`config.mk`:
```
export PLATFORM = sky130hd
export DESIGN_NAME = ts_irq_gen
export DESIGN_NICKNAME = d
export VERILOG_FILES = /design/src/rtl/ts_irq_pkg.sv /design/src/rtl/ts_chan_cnt.sv /design/src/rtl/ts_ms_timer.sv /design/src/rtl/ts_irq_pulse.sv /design/src/rtl/ts_irq_gen.sv
export SDC_FILE = /design/constraint.sdc
export NUM_CORES = 1
export LEC_CHECK = 0
export BUFFER_PORTS_ARGS = -buffer_cell sky130_fd_sc_hd__buf_2
export CAP_MARGIN = 20
export CORE_MARGIN = 2
export CORE_UTILIZATION = 45
export CTS_BUF_LIST = sky130_fd_sc_hd__clkbuf_16
export DETAILED_ROUTE_END_ITERATION = 10
export PLACE_DENSITY_LB_ADDON = 0.12
export SETUP_SLACK_MARGIN = 0.3
export SLEW_MARGIN = 20
export SYNTH_ARGS = -nofsm -noshare
export SYNTH_HDL_FRONTEND = slang
export SYNTH_HIERARCHICAL = 1
export SYNTH_SLANG_ARGS = --single-unit
```
`constraint.sdc`:
```
create_clock -name clk_i -period 5.55 [get_ports clk_i]
set_input_delay 0.2775 -clock clk_i [delete_from_list [all_inputs] [get_ports clk_i]]
set_output_delay 0.2775 -clock clk_i [all_outputs]
set_load 0.005 [all_outputs]
```
`src/rtl/ts_irq_pkg.sv`:
```
package ts_irq_pkg;

   // Per-channel flags handed from a counter to the interrupt decision
   typedef struct packed {
      logic over;   // count strictly above threshold
      logic busy;   // at least one timestamp in this interval
   } ch_flag_t;

endpackage

```
`src/rtl/ts_chan_cnt.sv`:
```
module ts_chan_cnt #(
   parameter int unsigned CNT_W = 8
) (
   input  logic                 clk_i,
   input  logic                 rst_ni,
   input  logic                 en_i,
   input  logic                 clr_i,
   input  logic                 stb_i,
   input  logic [CNT_W-1:0]     thr_i,
   output logic [CNT_W-1:0]     cnt_o,
   output ts_irq_pkg::ch_flag_t flag_o
);
   localparam logic [CNT_W-1:0] CNT_MAX = {CNT_W{1'b1}};
   localparam logic [CNT_W-1:0] CNT_ONE = CNT_W'(1);

   logic [CNT_W-1:0] cnt_q;

   always_ff @(posedge clk_i or negedge rst_ni) begin
      if (!rst_ni) begin
         cnt_q <= '0;
      end else if (!en_i) begin
         cnt_q <= '0;
      end else if (clr_i) begin
         // a strobe on the restart edge opens the new interval
         cnt_q <= stb_i ? CNT_ONE : '0;
      end else if (stb_i && (cnt_q != CNT_MAX)) begin
         cnt_q <= cnt_q + CNT_ONE;
      end
   end

   assign cnt_o       = cnt_q;
   assign flag_o.over = (cnt_q > thr_i);
   assign flag_o.busy = (cnt_q != '0);

endmodule

```
`src/rtl/ts_ms_timer.sv`:
```
module ts_ms_timer #(
   parameter int unsigned TIME_W = 32
) (
   input  logic              clk_i,
   input  logic              rst_ni,
   input  logic              en_i,
   input  logic              clr_i,
   input  logic              tick_i,
   input  logic [TIME_W-1:0] thr_i,
   output logic [TIME_W-1:0] ms_o,
   output logic              due_o
);
   localparam logic [TIME_W-1:0] MS_ONE = TIME_W'(1);

   logic [TIME_W-1:0] ms_q;

   always_ff @(posedge clk_i or negedge rst_ni) begin
      if (!rst_ni) begin
         ms_q <= '0;
      end else if (!en_i || clr_i) begin
         ms_q <= '0;
      end else if (tick_i && (ms_q < thr_i)) begin
         // stops at the threshold, so it can never wrap
         ms_q <= ms_q + MS_ONE;
      end
   end

   assign ms_o  = ms_q;
   assign due_o = (ms_q >= thr_i);

endmodule

```
`src/rtl/ts_irq_pulse.sv`:
```
module ts_irq_pulse #(
   parameter int unsigned NUM_CH = 5
) (
   input  logic                 clk_i,
   input  logic                 rst_ni,
   input  logic                 en_i,
   input  ts_irq_pkg::ch_flag_t flags_i [NUM_CH],
   input  logic                 due_i,
   output logic                 fire_o,
   output logic                 irq_o
);
   logic [NUM_CH-1:0] over_v;
   logic [NUM_CH-1:0] busy_v;
   logic              any_over;
   logic              any_busy;
   logic              irq_q;

   for (genvar g = 0; g < NUM_CH; g++) begin : g_unpack
      assign over_v[g] = flags_i[g].over;
      assign busy_v[g] = flags_i[g].busy;
   end

   if (NUM_CH == 1) begin : g_single
      assign any_over = over_v[0];
      assign any_busy = busy_v[0];
   end else begin : g_multi
      assign any_over = |over_v;
      assign any_busy = |busy_v;
   end

   // no decision in the pulse cycle: keeps the pulse one cycle wide
   assign fire_o = en_i && !irq_q && (any_over || (due_i && any_busy));

   always_ff @(posedge clk_i or negedge rst_ni) begin
      if (!rst_ni) begin
         irq_q <= 1'b0;
      end else begin
         irq_q <= fire_o;
      end
   end

   assign irq_o = irq_q;

endmodule

```
`src/rtl/ts_irq_gen.sv`:
```
module ts_irq_gen #(
   parameter int unsigned NUM_CH = 5,
   parameter int unsigned CNT_W  = 8,
   parameter int unsigned TIME_W = 32
) (
   input  logic              clk_i,
   input  logic              rst_ni,
   input  logic              acq_en_i,
   input  logic [NUM_CH-1:0] wr_stb_i,
   input  logic              ms_tick_i,
   input  logic [CNT_W-1:0]  cnt_thresh_i,
   input  logic [TIME_W-1:0] time_thresh_i,
   output logic              irq_o
);
   localparam int unsigned FLAT_W = NUM_CH * CNT_W;

   initial begin
      if (NUM_CH < 1)  $error("ts_irq_gen: NUM_CH must be at least 1");
      if (CNT_W < 1)   $error("ts_irq_gen: CNT_W must be at least 1");
      if (TIME_W < 1)  $error("ts_irq_gen: TIME_W must be at least 1");
   end

   ts_irq_pkg::ch_flag_t ch_flag [NUM_CH];
   logic [FLAT_W-1:0]    cnt_flat;
   logic [TIME_W-1:0]    ms_cnt;
   logic                 due;
   logic                 fire;

   for (genvar g = 0; g < NUM_CH; g++) begin : g_ch
      ts_chan_cnt #(.CNT_W(CNT_W)) u_cnt (
         .clk_i  (clk_i),
         .rst_ni (rst_ni),
         .en_i   (acq_en_i),
         .clr_i  (fire),
         .stb_i  (wr_stb_i[g]),
         .thr_i  (cnt_thresh_i),
         .cnt_o  (cnt_flat[g*CNT_W +: CNT_W]),
         .flag_o (ch_flag[g])
      );
   end

   ts_ms_timer #(.TIME_W(TIME_W)) u_tmr (
      .clk_i  (clk_i),
      .rst_ni (rst_ni),
      .en_i   (acq_en_i),
      .clr_i  (fire),
      .tick_i (ms_tick_i),
      .thr_i  (time_thresh_i),
      .ms_o   (ms_cnt),
      .due_o  (due)
   );

   ts_irq_pulse #(.NUM_CH(NUM_CH)) u_pls (
      .clk_i   (clk_i),
      .rst_ni  (rst_ni),
      .en_i    (acq_en_i),
      .flags_i (ch_flag),
      .due_i   (due),
      .fire_o  (fire),
      .irq_o   (irq_o)
   );

endmodule

```
# == Word level (Yosys, flattened, before mapping) ==
# Index checks and enable logic that the tools add are counted.
# word_totals
ff_bits,73
in_bits,49
output_inout_bits,1
# classes
magnitude_cmp,7
eq_ne,10
n_reduce_logical,21
muxes,22
n_addsub,6
# ops
op,count
$mux 8,15
$mux 32,2
$add 8x1->8 const B,5
$gt 8x8->1,5
$ne 8x8->1 const B,5
$reduce_bool 8->1,5
$add 32x1->32 const B,1
$ge 32x32->1,1
$lt 32x32->1,1
$ne 3x1->1 const B,5
$reduce_or 5->1,2
$logic_and 1x1->1,9
$mux 1,5
$logic_not 1->1,2
$logic_or 1x1->1,2
$reduce_bool 2->1,1

# == Longest topological paths before layout ==
# Gate-level depths: netlist of the first run.
# depth
depth_word,7
mapped_depth,17
depth_no_buf,14

# == Cells and area by module ==
# The synthesis of the first run kept the hierarchy.
# modules_own_cells
mod,seq_area_each_um2,area_each_um2,instances,cells_each
ts_chan_cnt,200.2,668.1,5,77
ts_ms_timer,800.8,2800.2,1,336
ts_irq_pulse,25.0,58.8,1,7

# == Least setup slack after synthesis of the first run ==
# OpenSTA, ideal clock, no wires.
# synth_timing
path_kind,flip-flop to flip-flop
from,"register u_tmr.ms_q[14], in the netlist u_tmr/ms_o[14]"
to,"register u_tmr.ms_q[23], in the netlist u_tmr/ms_o[23]"
n_path_buf,3
t_arrival_ns,3.468
slack_ns,1.962
path_stages_with_launch,17
setup_time_ns,0.120
t_required_ns,5.430
cell_sequence,dfrtp_1 > ha_1 > nand4_1 > or3_1 > a211oi_1 > o41a_4 > buf_6 > nor2_1 > nand2_1 > o21ai_1 > a31oi_1 > nor2b_1 > clkbuf_1 > clkbuf_1 > nand2_1 > a31oi_1 > a31o_2
# synth_between
elab_chain_cells,6
word_cells_on_any_way,11
cone_classes,1 x add/sub; 2 x order compare; 2 x mux; 6 x reduce/logical
# synth_rtl
item,line_no,source
start: declaration,ts_ms_timer.sv:15,logic [TIME_W-1:0] ms_q;
start signal: assignment,ts_ms_timer.sv:24,ms_q <= ms_q + MS_ONE;
$ge 32x32->1 (*),ts_ms_timer.sv:29,assign due_o = (ms_q >= thr_i);
named net due,ts_irq_gen.sv:26,logic due;
$logic_and 1x1->1 (*),ts_irq_pulse.sv:32,assign fire_o = en_i && !irq_q && (any_over || (due_i && any_busy));
$logic_or 1x1->1 (*),ts_irq_pulse.sv:32,
$logic_and 1x1->1 (*),ts_irq_pulse.sv:32,
named net fire,ts_irq_gen.sv:27,logic fire;
$logic_or 1x1->1 (*),ts_ms_timer.sv:20,end else if (!en_i || clr_i) begin
$mux 32 / $reduce_bool 2->1 (equally long branches),n/a,
# The timed path passes the listed nets; every way through them passes the cells marked *. The select of a mux whose other input is x is not followed.
# A chain may end at the register's enable or synchronous reset.

# == Final worst setup path of the first run ==
# layout_timing
from,"register u_tmr.ms_q[14], in the netlist u_tmr/ms_o[14]"
to,"register u_tmr.ms_q[20], in the netlist u_tmr/ms_o[20]"
# The elaborated chain is that of the path after synthesis.

==> results.md, run 1 <==
Flow run:
- The count of maximum capacitance violations is 0.

Floorplanning:
- The count of pins on the block boundary is 50.
- The floorplan die height is between 100 and 150 µm.
- The row count is 42.
- The core region is ~13000 µm².
- The starting density of the core is around 46%.
- The horizontal die dimension is between 100 and 150 µm.
- The die covers roughly 15000 µm².

Hold path:
- The classification of the worst-slack hold path is in2async.

Logic synthesis:
- Synthesis produced a netlist with a net count of 860.
- After synthesis, the share of flip-flops with an asynchronous set or reset is between 90% and 100%.
- The most used flip-flop cell after synthesis is dfrtp_1.
- The Yosys step of the flow raised 6 warnings.
- In this run the cell area of the synthesized design comes to 6200 µm².
- Synthesis instantiated 54 different standard cells from the library.
- The number of standard cells after synthesis is about 730.
- Each instance of the synthesized netlist takes up on average between 8 and 9 µm².
- The post-synthesis sequential element count is 73.
- In this run, synthesis inferred 0 flip-flops with an integrated enable.
- Sequential elements use 29.5% of the synthesized area.

Clocking:
- The number of gates resized after cts is 0.
- Clock-pin slew was measured on the worst setup and hold paths at approximately 60 ps.
- Buffers added to address setup during post-CTS repair amount to 0.
- The clock tree synthesis step divided the H-tree into 3 levels.
- Hold repair after CTS inserted 0 buffers.
- The clock root buffer is clkbuf_16.
- The clock passes through at most 2 buffers.
- TritonCTS built the clock tree.
- The total clock sinks is 73.
- The number of clock buffers added by TritonCTS is 9.
- Clock latency on the worst-skew pair, taken at its later pin, is about 350 ps.

Timing:
- The final-report hold violation count is 0.
- The slew of the pin with the lowest slew margin is between 1000 and 1500 ps.
- Headroom to the max-slew limit came out at 26.6%.
- Across the routed clock network, the largest skew measured is roughly 5.6 ps.
- Setup repair after global routing left no endpoint under its margin.
- For this run, the top clock speed supported by timing is about 220 MHz.
- Of the available clock period, the critical path in the final layout requires ~80%.
- The final count of pins violating max slew was 0.
- The worst path needs ~4500 ps of the cycle, external delays included.
- The final worst-path setup slack is approximately 1100 ps.
- The final-report setup violation count is 0.
- In the final timing run, aggregate negative setup slack is 0 ps.

Route:
- After the first detailed-routing iteration, the DRC count stood at 311.
- In the final routed layout, each cell accounts on average for approximately 16 µm.
- After detailed routing, the number of remaining DRC violations is 0.
- The via density per instance is approximately 6.
- The number of optimization iterations in the first detailed-route pass is 5.
- In this run the remaining antenna-violating nets after routing total 0.
- The via count of the routed design is about 5700.
- The final wirelength is around 16000 µm.

Setup path:
- The setup path with the least slack is of type reg2reg.
- The arrival time reported for the critical path endpoint is 4720 ps.
- The maximum fanout encountered on the critical timing path is 52.
- STA classifies the critical path endpoint as a flop.
- STA puts the critical path data required time at about 5800 ps.
- Counting cells, the worst reg-to-reg path comes to 13.
- The worst setup path is launched from a flop.

Final layout:
- The count of fill cells added during filler insertion is between 1000 and 1500.
- The sequential standard cell area is roughly 1800 µm².
- The number of antenna diodes in the final layout is 0.
- For this run, the post-layout net count is between 900 and 1000.
- The finished cells cover approximately 6900 µm².
- The post-route non-filler standard cell count is around 960.
- Compared with the post-synthesis result, the final layout area differs by 11.1%.
- The post-route netlist has 13.3% of its cells at a drive strength greater than 1.
- In the final layout, the multi-input gates occupy roughly 4000 µm².
- The final cell utilization of the core is between 50 and 60%.

Placement:
- The area after detailed placement is roughly 6600 µm².
- Port buffering added between 40 and 50 buffers.
- Before CTS, the worst setup slack after placement is around 1100 ps.
- The HPWL after detailed placement is between 10000 and 15000 µm.
- Routability-driven placement finished with a final weighted congestion of ~0.83.
- Once placement completed, the tool counted placed cells totaling 940.

Global routing:
- The number of global-route vias before repair is between 5000 and 6000.
- The largest net degree at the start of global routing is 74.
- The initial antenna violation count is 0.
- The total global routing overflow is 0.
- Across every metal layer, demand over resource in global routing totals between 20% and 30%.
- The first-pass GRT wire length is between 20000 and 30000 µm.

Pwr:
- The power per cell area is between 150 and 200 nW/µm².
- Across the VDD grid, the largest voltage drop is about 0.11 mV.
- The leakage power is between 3 and 4 nW.

Outcome:
- The run finished with clean final reports.
per-stage QoR:
stage	hold slack [ps]	total power, mW
final	175	1.26
after global routing	261	1.33
after CTS	226	1.28
after detailed placement	557	0.709
after global placement	550	0.700
after floorplan	-18.1	0.640
area by class of cell:
cell class              count  area share (%)
clock inverters             7           0.799
repair buffers             55            4.27
multi-input cells         559            57.8
inverters                  77            4.20
flip-flops and latches     73            26.5
clock buffers               9            3.27
well taps                 176            3.20
cell usage after synthesis (6+ instances only):
| cell | number | share of area [%] |
|---|---|---|
| nor3_1 | 18 | 1.5 |
| a21oi_1 | 46 | 3.7 |
| or2_2 | 6 | 0.61 |
| and2_1 | 7 | 0.71 |
| nand3_1 | 38 | 3.1 |
| nor2_1 | 59 | 3.6 |
| or4_1 | 20 | 2.4 |
| a211oi_1 | 11 | 1.3 |
| nor2b_1 | 7 | 0.71 |
| and3_1 | 10 | 1.0 |
| o41ai_1 | 6 | 0.85 |
| dfrtp_1 | 73 | 29 |
| buf_2 | 6 | 0.48 |
| nand2b_1 | 14 | 1.4 |
| o211ai_1 | 7 | 0.85 |
| and4_1 | 9 | 1.3 |
| clkbuf_1 | 6 | 0.36 |
| a31oi_1 | 6 | 0.61 |
| mux2i_1 | 17 | 2.7 |
| o31ai_1 | 19 | 2.3 |
| nand4_1 | 27 | 2.7 |
| o21ai_0 | 23 | 1.9 |
| nand2_1 | 45 | 2.7 |
| inv_1 | 77 | 4.7 |
| ha_1 | 83 | 17 |
| nor4_1 | 7 | 0.71 |
layer usage:
metal  GRT usage [%]  wire, µm
met2            38.2      7610
met1            29.0      7220
met3            2.91       624
met5               0         0
met4            8.76       302
critical path: stages, from the launching register on:
cell and delay, ps:
dfrtp_1 450, ha_1 330, nand4_1 120, or3_1 430
a211oi_1 360, o41a_4 520, nor2_1 230, nand2_1 110
o21ai_1 70, a31oi_1 600, buf_4 280, nand2b_1 500
buf_4 310, a21oi_1 60
report_power, final:
group          switching [mW]  internal (mW)  leakage [nW]
Combinational          0.0905         0.0571          2.17
Clock                   0.226          0.340         0.150
Sequential             0.0115          0.540          1.01
Total                   0.328          0.937          3.33
flip-flops by register name, indices dropped and copies added (netlist names):
register,flops
g_ch.u_cnt/cnt_o,40
u_tmr/ms_o,32
u_pls/irq_o,1
logic make-up (layout without fill, tap and decap cells):
group                      after synthesis  in the layout  share of synthesized area [%]
and+or+nand+nor                        294            294                           26.6
DFF                                     73             73                           29.5
AOI/OAI and AO/OA                      165            165                           18.1
muxes                                   17             17                           2.74
buffers and inverters                   96            148                           6.36
adders and majority gates               83             83                           16.8
worst paths after layout:
path | startpoint | to | slack, ps
max | u_tmr/ms_o[14] | u_tmr/ms_o[20] | 1050
min | rst_ni | u_tmr/ms_o[11] | 180
max reg2reg | u_tmr/ms_o[14] | u_tmr/ms_o[20] | 1050
min reg2reg | u_tmr/ms_o[31] | u_tmr/ms_o[31] | 560
max in group asynchronous | rst_ni | g_ch[0].u_cnt/cnt_o[5] | 4730
min in group clk_i | wr_stb_i[1] | g_ch[1].u_cnt/cnt_o[0] | 250
layout by cell type (no fill, tap or decap), types with 6 or more instances in the layout:
master	synthesis	layout
nand2b_1	14	14
nand3_1	38	38
a21oi_1	46	46
dfrtp_1	73	73
and4_1	9	9
mux2i_1	17	17
a31oi_1	6	6
nor4_1	7	7
or2_2	6	6
o41ai_1	6	6
and3_1	10	10
nand2_1	45	45
nor3_1	18	18
o211ai_1	7	7
o31ai_1	19	19
a211oi_1	11	11
clkbuf_16	0	9
buf_2	6	49
ha_1	83	83
or4_1	20	20
nor2_1	59	59
and2_1	7	7
o21ai_0	23	23
inv_1	77	80
nor2b_1	7	7
nand4_1	27	27
(Power assumes the default switching activity.)
==> run 2, diff against run 1 <==
--- a/config.mk
+++ b/config.mk
@@ -5,6 +5,7 @@
 export SDC_FILE = /design/constraint.sdc
 export NUM_CORES = 1
 export LEC_CHECK = 0
+export ABC_AREA = 1
 export BUFFER_PORTS_ARGS = -buffer_cell sky130_fd_sc_hd__buf_2
 export CAP_MARGIN = 20
 export CORE_MARGIN = 2
==> constraint.sdc (replaced) <==
create_clock -name clk_i -period 3.7 [get_ports clk_i]
set_input_delay 0.185 -clock clk_i [delete_from_list [all_inputs] [get_ports clk_i]]
set_output_delay 0.185 -clock clk_i [all_outputs]
set_load 0.005 [all_outputs]
==> run 2 against run 1 <==
Effect of this change:
- design area increased by 16%
- synthesized area increased by 17%
- sequential share of layout area decreased by 3.7 points
- first-iteration DRC count decreased by 3.9%
- via count increased by 18%
- global-route usage decreased by 0.98 points
- worst hold slack got worse by 32 ps
- total power increased by 80%
- clock skew increased by 1.5 ps
- critical path depth increased by 1
- clock-buffer cell count unchanged
- maximum frequency increased by 54%
- critical path type unchanged
- largest cell class unchanged
==> results.md, run 2 <==
Outcome:
- The flow ran to the end, and the final reports show no timing, DRC or antenna violations.

Clocking:
- The longest clock path from root to sink contains 2 buffers.
- After clock tree synthesis, the clock-pin slew on the worst setup and hold paths is roughly 60 ps.
- The clock root buffer is clkbuf_16.
- The number of levels in the clock H-tree is 3.
- TritonCTS built the clock tree.
- The post-CTS repair timing setup buffer count is 0.
- Buffers inserted during clock tree synthesis total 9.
- Clock tree synthesis found a total of 73 sinks.
- The clock reaches the later pin of the worst-skew pair after 350 ps.

Final layout:
- The register with the most flip-flops in the layout has 40 of them.
- From synthesis to final layout, the design area changed by 9.91%.
- The final standard cell area without fillers is ~8000 µm².
- In the layout the commonest cells are nand2_1 (329), inv_1 (161), nor2_1 (133).
- The post-layout net count is about 1300.
- The most common cell after layout, fill and taps aside is nand2_1.
- The count of inserted antenna diode cells is 0.
- The post-route netlist has 12.6% of its cells at a drive strength greater than 1.

Global routing:
- The initial antenna violation count is 0.
- Summed over all layers, the global routing overflow is 0.
- The first-pass GRT wire length is ~30000 µm.
- The number of global-route vias before repair is between 6000 and 7000.
- The aggregate global-route resource usage is about 22%.
- Entering global routing, the biggest net connects 74 pins.

Flow run:
- The count of maximum capacitance violations is 0.

Pwr:
- The leakage power is around 4.4 nW.
- The highest ir drop seen on vdd is roughly 0.23 mV.
- The power consumption is about 2.3 mW.
- The power per cell area is 285 nW/µm².

Route:
- For this block, the initial DRC count from the detailed router was between 200 and 300.
- The number of nets still failing antenna checks after routing is 0.
- The via count of the routed design is approximately 6700.
- After detailed routing, the number of vias per cell comes to 4.93.
- The DRC violation count after routing is 0.
- The number of optimization iterations in the first detailed-route pass is 5.
- In the final routed layout, each cell accounts on average for between 10 and 15 µm.
- Wires add up to around 18000 µm.

Floorplanning:
- The die is roughly 130 µm wide.
- The core footprint is 15800 µm².
- The die covers roughly 17000 µm².
- Pin placement for this block handled 50 I/O pins.
- The row count is 46.
- The floorplan die height is 131 µm.
- The starting density of the core is a little under half.

Timing:
- The final-report hold violation count is 0.
- Setup slack closes at 771 ps.
- Setup violations remaining at the end of the flow were counted as 0.
- After routing, the total negative slack on setup checks comes to 0 ps.
- The final count of pins violating max slew is 0.
- The fmax is around 340 MHz.
- The final cycle utilization of the critical path is 79.2%.
- At the pin with the least slew margin, the transition time is between 900 and 1000 ps.
- Measured against its own limit, the worst slew margin works out to 37.5%.
- The post-layout minimum cycle time is a little under 3000 ps.
- Setup repair after global routing left no endpoint under its margin.
- The setup clock skew after layout is 7.17 ps.

Setup path:
- By startpoint and endpoint, the worst setup path is classified as reg2reg.
- The worst setup path is launched from a flop.
- The slowest stage of the critical path belongs to the cell inv_1.
- At the worst endpoint, the arrival time is between 3000 and 4000 ps.
- The most frequent cell on the critical path is nand2_1.
- Data on the critical path is required at its endpoint by a little under 4000 ps.
- The delay of the slowest critical-path stage is 680 ps.
- The kind of capture point of the worst setup path is a flop.
- The critical path goes through ha_1 -> nand2_1 -> nor2_1 -> nand4_1 -> nor2_1 -> nand2_1 -> nand3_1 -> nand2_1 -> a21oi_2 -> nor2_2 -> inv_1 -> nor3_1 -> nand2_1 -> nand2_1.
- Setup slack on the worst reg-to-reg path comes out at 770 ps.
- The maximum fanout encountered on the critical timing path is 30.

Placement:
- Timing analysis after detailed placement gives a worst setup slack of just under 800 ps.
- The number of buffers added on ports is between 40 and 50.
- Summed over all nets, the half-perimeter wirelength after detailed placement is around 13000 µm.
- The weighted congestion at the end of routability-driven global placement is slightly above 0.9.
- After detailed placement, the total cell area comes to between 7000 and 8000 µm².

Logic synthesis:
- In the synthesized netlist, mux cells make up 0% of the area.
- The area of the mapped netlist is approximately 7300 µm².
- The synthesized-area fraction occupied by ao, oa, aoi and oai cells is under 10%.
- Ranked by instance count, the synthesized netlist is headed by nand2_1 (329), inv_1 (161), nor2_1 (133), nand3_1 (89), ha_1 (83).
- After synthesis, the largest family of logic cells by area is simple AND/OR/NAND/NOR gates.
- The most used flip-flop cell after synthesis is dfrtp_1.
- The synthesized design contains 73 register bits.
- The parity-gate share of the synthesized area counting xor and xnor cells is 3.13%.
- In the post-synthesis netlist, the cell with the most instances is nand2_1.
- The number of enable-type register cells in the synthesized netlist is 0.
- Ranked by total cell area, the synthesized netlist is headed by dfrtp_1 (25%), nand2_1 (17%), ha_1 (14%).
- After synthesis, flip-flops and latches occupy 25.1% of the total area.
- Dividing the synthesized area by the synthesized cell count gives 6.60 µm².
- The synthesized design devotes to its leading area cell type between 20% and 30% of total area.
- The number of nets handed over by synthesis was about 1200.
- Summing the areas of all fa, ha and maj instances in the mapped netlist gives 14.3% of the synthesized area.
- In this run, distinct cell masters in the synthesized netlist total 38.
- The synthesized design spends more area on one cell type than any other, namely dfrtp_1.
- In the synthesized netlist the async set-or-reset flop fraction comes to 100%.
- Summing the areas of all and, or, nand and nor instances in the mapped netlist gives approximately 40% of the synthesized area.
- The number of standard cells after synthesis is between 1000 and 1500.
- The yosys synthesis warning count is 6.

Hold path:
- The path class of the tightest hold or removal check is in2reg.
==> run 2: critical path: cells and delay by family, from the launching register on <==
kind / cells / cell delay, ps
adder cells (fa/ha/maj): 1 / 340
AO/OA/AOI/OAI: 1 / 150
buffers and inverters: 1 / 680
flip-flops: 1 / 470
AND/OR/NAND/NOR: 11 / 1160
==> run 2: cell type report <==
| class | count | area, µm² |
|---|---|---|
| clock buffer | 9 | 225 |
| multi-input combinational | 840 | 4660 |
| timing repair buffer | 53 | 300 |
| clock inverter | 7 | 85.1 |
| inverter | 169 | 642 |
| tap | 216 | 270 |
| sequential | 73 | 1830 |
| fill | 1613 | 7820 |
==> run 2: metal layers <==
metal  part of all wire (%)  vias to the layer above  global-route usage, %
met5                      0                        -                      0
met4                    1.5                        0                   6.28
met3                    2.8                       18                   2.28
met2                     48                       96                   37.3
met1                     48                     3075                   28.3
li1                       -                     3554                      -
==> run 2: report_power, final <==
group          leakage [nW]  total, mW  internal, mW  switching (mW)
sequential             1.00      0.887         0.832          0.0549
clock                 0.150      0.954         0.584           0.370
combinational          3.25      0.440         0.156           0.284
==> run 2: final timing paths <==
path                                        start                      to  depth (start not counted)
min in group asynchronous                  rst_ni  g_ch[0].u_cnt/cnt_o[6]                          2
max in group asynchronous                  rst_ni          u_tmr/ms_o[22]                          3
setup / recovery                   u_tmr/ms_o[23]           u_tmr/ms_o[8]                         14
hold / removal                        wr_stb_i[2]  g_ch[2].u_cnt/cnt_o[1]                          3
setup reg to reg                   u_tmr/ms_o[23]           u_tmr/ms_o[8]                         14
hold reg to reg            g_ch[2].u_cnt/cnt_o[0]  g_ch[2].u_cnt/cnt_o[0]                          2
==> run 2: kinds of logic after synthesis <==
group                      count (synthesis)
adders and majority gates                 83
buffers and inverters                    190
and+or+nand+nor                          648
AOI/OAI and AO/OA                         83
DFF                                       73
xor gates and xnor gates                  26
==> run 2: timing repair <==
item | 4_1_cts | 5_1_grt
resized for setup | 0 | 0
endpoints found under the hold margin | 0 | 22
hold buffers | 0 | 1
==> run 2: stage by stage <==
stage | std cells | hold slack [ps] | util, %
6_report | 1367 | 143 | 50.6
5_1_grt | 1367 | 152 | 50.6
4_1_cts | 1365 | 40.6 | 50.3
3_5_place_dp | 1349 | 416 | 48.4
3_3_place_gp | 1349 | 418 | 48.4
2_1_floorplan | 1103 | -111 | -
